--- src/rtl/sjs_pkg.sv ---
package sjs_pkg;
   localparam int unsigned SEG_STAGES = 3;

   typedef enum logic [1:0] {
      SJS_IDLE  = 2'd0,
      SJS_SHIFT = 2'd1,
      SJS_DONE  = 2'd2
   } sjs_state_e;

   // Serial sequence for the scrambled segment, index 0 sent first.
   function automatic logic [SEG_STAGES-1:0] justify_seq(input logic [SEG_STAGES:1] tgt);
      logic [SEG_STAGES-1:0] s;
      s[0] = 1'b1 ^ tgt[1] ^ tgt[3];
      s[1] = ~tgt[2];
      s[2] = tgt[1];
      return s;
   endfunction
endpackage

--- src/rtl/sjs_encoder.sv ---
module sjs_encoder #(
   parameter int unsigned STAGES = 3
) (
   input  logic [STAGES:1]   tgt,
   output logic [STAGES-1:0] seq
);
   import sjs_pkg::*;

   if (STAGES != SEG_STAGES) begin : g_bad_stages
      initial $error("sjs_encoder: STAGES must equal %0d", SEG_STAGES);
   end

   always_comb seq = justify_seq(tgt);
endmodule

--- src/rtl/sjs_fsm.sv ---
module sjs_fsm #(
   parameter int unsigned STAGES = 3,
   localparam int unsigned CW = $clog2(STAGES + 1)
) (
   input  logic              clk,
   input  logic              rst_n,
   input  logic              start,
   input  logic [STAGES-1:0] seq_in,
   output logic              busy,
   output logic              done,
   output logic              scan_in,
   output logic              scan_enable
);
   import sjs_pkg::*;

   localparam logic [CW-1:0] LAST = CW'(STAGES - 1);

   sjs_state_e        state_q;
   logic [CW-1:0]     idx_q;
   logic [STAGES-1:0] seq_q;

   always_ff @(posedge clk or negedge rst_n) begin
      if (!rst_n) begin
         state_q <= SJS_IDLE;
         idx_q   <= '0;
         seq_q   <= '0;
      end else begin
         unique case (state_q)
            SJS_IDLE: begin
               if (start) begin
                  seq_q   <= seq_in;
                  idx_q   <= '0;
                  state_q <= SJS_SHIFT;
               end
            end
            SJS_SHIFT: begin
               if (idx_q == LAST) state_q <= SJS_DONE;
               else               idx_q   <= idx_q + 1'b1;
            end
            SJS_DONE: state_q <= SJS_IDLE;
            default:  state_q <= SJS_IDLE;
         endcase
      end
   end

   always_comb begin
      scan_enable = (state_q == SJS_SHIFT);
      done        = (state_q == SJS_DONE);
      busy        = (state_q != SJS_IDLE);
      scan_in     = scan_enable ? seq_q[idx_q] : 1'b0;
   end
endmodule

--- src/rtl/scan_justify_seq.sv ---
module scan_justify_seq #(
   parameter int unsigned STAGES = 3
) (
   input  logic            clk,
   input  logic            rst_n,
   input  logic            start,
   input  logic [STAGES:1] tgt_state,
   output logic            busy,
   output logic            done,
   output logic            scan_in,
   output logic            scan_enable
);
   logic [STAGES-1:0] seq;

   sjs_encoder #(.STAGES(STAGES)) i_enc (
      .tgt (tgt_state),
      .seq (seq)
   );

   sjs_fsm #(.STAGES(STAGES)) i_fsm (
      .clk         (clk),
      .rst_n       (rst_n),
      .start       (start),
      .seq_in      (seq),
      .busy        (busy),
      .done        (done),
      .scan_in     (scan_in),
      .scan_enable (scan_enable)
   );
endmodule

--- config.mk ---
export PLATFORM = sky130hd
export DESIGN_NAME = scan_justify_seq
export DESIGN_NICKNAME = d
export VERILOG_FILES = /design/src/rtl/sjs_pkg.sv /design/src/rtl/sjs_encoder.sv /design/src/rtl/sjs_fsm.sv /design/src/rtl/scan_justify_seq.sv
export SDC_FILE = /design/constraint.sdc
export NUM_CORES = 1
export LEC_CHECK = 0
export BUFFER_PORTS_ARGS = -buffer_cell sky130_fd_sc_hd__buf_2
export CAP_MARGIN = 10
export CORE_AREA = 10 10 47 49
export DETAILED_ROUTE_END_ITERATION = 7
export DIE_AREA = 0 0 57 59
export HOLD_SLACK_MARGIN = 0.08
export PLACE_DENSITY = 0.43
export SYNTH_ARGS = -nofsm -noshare
export SYNTH_HDL_FRONTEND = slang
export SYNTH_SLANG_ARGS = --single-unit
--- constraint.sdc ---
create_clock -name clk -period 1.6 [get_ports clk]
set_input_delay 0.48 -clock clk [delete_from_list [all_inputs] [get_ports clk]]
set_output_delay 0.48 -clock clk [all_outputs]
set_load 0.05 [all_outputs]
# Word-level counts from Yosys, hierarchy flattened
# Cells that the tools add are included.
totals:
  in_bits: 6
  ff_bits: 7
  mem_count: 0
  latchBits: 0
  rom_bits: 0
  mem_bits_rw: 0
  out_inout_bits: 4
op_classes:
  n_shift: 0
  n_eq_ne: 6
  muxes: 9
  n_reduce_logical: 6
  order_cmp: 1
  bitwise: 3
  n_div: 0
  multipliers: 0
  add_sub_neg: 1
ops:
  columns: ["op", "n"]
  rows:
  - ["two-way mux 2 bit", 4]
  - ["case mux 2 bit (2 select lines)", 2]
  - ["== test 2 bit (second input constant)", 2]
  - ["!= test 2 bit (second input constant)", 2]
  - ["AND reduction 2 bit", 2]
  - ["nonzero test 2 bit", 2]
  - ["less-than comparator 2 x 3 -> 1 bit (second input constant)", 1]
  - ["AND reduction 3 bit", 1]
  - ["adder 2 x 1 -> 2 bit (second input constant)", 1]
  - ["binary-select mux 1 bit (select 2 bit)", 1]
  - ["== test 2 x 1 -> 1 bit (second input constant)", 1]
  - ["logical NOT 2 bit", 1]
  - ["two-way mux 1 bit", 2]
  - ["!= test 2 x 1 -> 1 bit (second input constant)", 1]
  - ["inverter 1 bit", 2]
  - ["XOR 1 bit", 1]

# Longest topological paths before layout
depth:
  ltp_word: 3
  depth_mapped: 5

# Modules after synthesis
# From an unflattened synthesis, not the netlist that was laid out.
unflattened:
  hier_cells: 35
  hier_area_um2: 406.6
by_module_without_submodules:
  columns: ["mod", "cells_per_inst", "seq_area_each_um2", "area_per_inst_um2", "instances"]
  rows:
  - ["sjs_fsm", 32, 175.2, 386.6, 1]
  - ["sjs_encoder", 3, 0.0, 20.0, 1]

# Worst setup path after synthesis
# No wires, ideal clock.
synth_timing:
  kind: "reg2out"
  startpoint: "reg i_fsm.state_q[1]"
  endpoint: "out scan_in"
  arrival_ps: 1853
  t_required_ps: 1120
  stages_incl_launch_ff: 4
  path_slack_ps: -733
  path_cell_list: "dfrtp_1 > and2b_1 > o21ai_0 > a21oi_1"
synth_between:
  elab_chain_cells: 2
synth_lines:
  columns: ["element", "line", "rtl"]
  rows:
  - ["from (decl)", "sjs_fsm.sv:18", "sjs_state_e state_q;"]
  - ["from (signal assigned)", "sjs_fsm.sv:24", "state_q <= SJS_IDLE;"]
  - ["from (signal assigned)", "sjs_fsm.sv:33", "state_q <= SJS_SHIFT;"]
  - ["from (signal assigned)", "sjs_fsm.sv:37", "if (idx_q == LAST) state_q <= SJS_DONE;"]
  - ["== test 2 x 1 -> 1 bit", "sjs_fsm.sv:47", "scan_enable = (state_q == SJS_SHIFT);"]
  - ["net scan_enable", "scan_justify_seq.sv:11", "output logic scan_enable"]
  - ["two-way mux 1 bit", "sjs_fsm.sv:50", "scan_in = scan_enable ? seq_q[idx_q] : 1'b0;"]
  - ["to (decl)", "scan_justify_seq.sv:10", "output logic scan_in,"]
# The timed path passes the listed nets, and every way through them passes these cells.

# Worst setup path in the final report
layout_timing:
  startpoint: "reg i_fsm.state_q[1]"
  endpoint: "out busy"
layout_between:
  elab_chain_cells: 1
layout_lines:
  columns: ["element", "line", "rtl"]
  rows:
  - ["nonzero test 2 bit", "sjs_fsm.sv:49", "busy = (state_q != SJS_IDLE);"]
  - ["to (decl)", "scan_justify_seq.sv:8", "output logic busy,"]
# No other way between the ends.

==> qor.csv <==
stage,metric,value,unit
die,die height,59,um
global_routing,pin count of the biggest net entering global routing,8,
setup_path,Setup crit end kind,output pin,
final_layout,Final Cell Area,511.7,um^2
yosys,most area-hungry cell type in the Yosys netlist,dfrtp_1,
yosys,Mapped Cells,32,
yosys,Area contributors post-synth,"dfrtp_1 50%, a22o_1 5.0%, o21ai_0 4.3%, mux2_4 4.3%, ha_1 3.6%",
route,via density per instance,4.547,
final_layout,Antenna diodes,0,
die,DIE AREA,0.003363,mm^2
die,die width,57,um
setup_path,CP Data Required Time,1.12,ns
place,post-DP HPWL,638.3,um
die,Initial Util,25.00,%
sta,part of the cycle the worst path needs,106.2,%
global_routing,first-pass GRT wire length,1455,um
global_routing,GR Layer Usage met3,3.863,%
place,dpl cell area,450.4,um^2
cts,Worst-Skew Late Latency,0.24,ns
setup_path,endpoint of the worst register-to-register path,i_fsm.seq_q[2],
global_routing,Total Routing Usage GR,5.387,%
final_layout,nets@finish,56,
yosys,Yosys reg bits,7,
yosys,top_reg_cell synth,dfrtp_1,
sta,Final Slew Violations,0,
min_path,WHS Path Cells,2,
route,drt drc,0,
sta,clk_skew,0.0009570,ns
route,Starting DRT DRC Count,3,
route,antenna-violating nets left,0,
final_layout,share of post-route cells with drive strength above 1,52.08,%
final_layout,Filler cells,157,
setup_path,R2R setup slack,0.20,ns
final_layout,Area Overhead vs Synth,46.07,%
sta,RSZ-0062 raised after global routing,true,
yosys,sequential element share of the synthesized area,50.00,%
global_routing,met1 Usage GRT,5.663,%
yosys,area share of the largest cell type after synthesis,50.00,%
status,status,"finished, violations left",
power,Pleak,0.2385,nW
global_routing,fraction of met2 tracks used by global routing,8.217,%
place,Port-buffer cells,9,
yosys,Mapped Nets,39,
sta,aggregate negative setup slack,-0.2019,ns
global_routing,initial antenna violation count,0,
setup_path,Worst Path Max Fanout,6,
setup_path,worst reg-to-reg path cell count,3,
sta,Final Setup Violations,3,
min_path,worst hold endpoint,i_fsm.seq_q[1],
sta,min Tclk post-route,1.699,ns
setup_path,CP arrival,1.22,ns
die,I/O pin cnt,10,
min_path,Hold Startpoint,tgt_state[2],
die,Site Rows,14,
global_routing,GRT Max-Usage Layer,met2,
sta,slew margin rel.,84.52,%
yosys,"FFs w/ async S/R, synth",100.0,%
die,Core Region,0.001401,mm^2
yosys,synth warn,0,
route,wire length per cell,11.52,um
power,VDD IR max,0.6328,mV
global_routing,gr ovfl total,0,
yosys,"Distinct cells, synth",19,
route,Routed WL,737,um
sta,Final Hold Fails,0,
setup_path,Startpoint Class,register,
cts,Clock Tree Buf Depth,2,
cts,CTS tree,done,
sta,Fmax achieved,588.6,MHz
place,DP Worst Slack,0.06874,ns
cts,CTS buffer count,3,
setup_path,Critical R2R Launch,i_fsm.state_q[0],
job,maxcap violations,0,
route,vias,291,
sta,Worst-Margin Slew,0.2277,ns
cts,Clock Tree Root,clkbuf_4,
status,failing checks,setup timing,
sta,WHS,0.4283,ns
yosys,post-synthesis area per instance,10.95,um^2
setup_path,Crit Path Category,register to output pin,
route,DRT Pass-1 Iters,4,
place,GPL Wtd Cong,0.7588,
min_path,Worst Hold Class,input pin to register,
yosys,"count leader, synth",dfrtp_1,
yosys,number of synthesized flops with an enable pin,0,
yosys,Mapped Area,350.3,um^2
power,Overall Power,1.259,mW
power,PwrDens,2460,mW/mm^2
sta,Worst Slack Setup Final,-0.09898,ns
yosys,Post-synth top cells,"7 x dfrtp_1, 3 x nand2_1, 3 x o21ai_0",
cts,Sink Count,7,
cts,"Reg clk slew, reported paths",0.05,ns
cts,CTS H-tree lvls,1,
global_routing,vias in the first global route,346,
[state kept, by name (all words and copies together), names as in the netlist]
register	flops
i_fsm.state_q	2
i_fsm.idx_q	2
i_fsm.seq_q	3
[placed cells by master, fill, tap and decap left out, types with 2 or more instances in the layout]
master and instances:
nand2_1 3, dfrtp_1 5, o21ai_0 2, dfrtp_2 2
a22o_1 2, buf_4 2, buf_2 6, clkbuf_4 3
buf_6 3
[cells by family after synthesis]
kind of cell / Yosys count / share of synthesized area [%]
compound gates: 10 / 18.57
simple gates: 10 / 17.14
flops: 7 / 50.00
mux: 2 / 7.142
xor+xnor: 1 / 2.500
buf+inv: 1 / 1.070
fa+ha+maj: 1 / 3.571
[where the power goes]
group          internal [mW]  switching (mW)  total [mW]
combinational          0.339           0.423       0.762
sequential             0.267          0.0756       0.342
clock                 0.0948          0.0598       0.155
total                  0.700           0.559        1.26
[worst max-delay path by stage]
stage	from	endpoint	slack (ns)	cells past startpoint
2_1_floorplan	i_fsm.state_q[1]	scan_in	-0.06	3
3_3_place_gp	i_fsm.state_q[1]	scan_in	0.09	4
3_5_place_dp	i_fsm.state_q[1]	scan_in	0.07	4
4_1_cts	i_fsm.state_q[1]	scan_in	-0.11	4
5_1_grt	i_fsm.state_q[1]	scan_in	-0.16	4
6_report	i_fsm.state_q[1]	busy	-0.1	3
[critical path: stages (launching register included)]
cell	delay, ns
dfrtp_1	0.37
buf_4	0.15
or2_2	0.30
buf_6	0.16
[routing by layer]
metal  wire length [um]  up-vias
met5                  0        -
met3                 77        2
li1                   -      146
met1                350      134
met2                305        9
met4                  4        0
[repair_timing]
action                     CTS  global route
hold endpoints to repair     7             0
setup endpoints to repair    4             4
resized for setup            7             3
buffers inserted             0             0
hold buffers                 1             0
[stage by stage]
stage                     utilization (%)  instances
after floorplan                         -         32
after global placement              32.14         59
after detailed placement            32.14         59
after CTS                           36.16         64
after global routing                36.52         64
final                               36.52         64
[final cells by class]
cell class                 count  area, um^2  share of cell area (%)
multi-input combinational     24       195.2                   38.14
sequential                     7       177.7                   34.72
timing repair buffer          12       88.84                   17.36
clock buffer                   4       26.28                   5.134
tap                           16       20.02                   3.912
inverter                       1       3.754                  0.7335
Power figures use the tool's default switching activity.
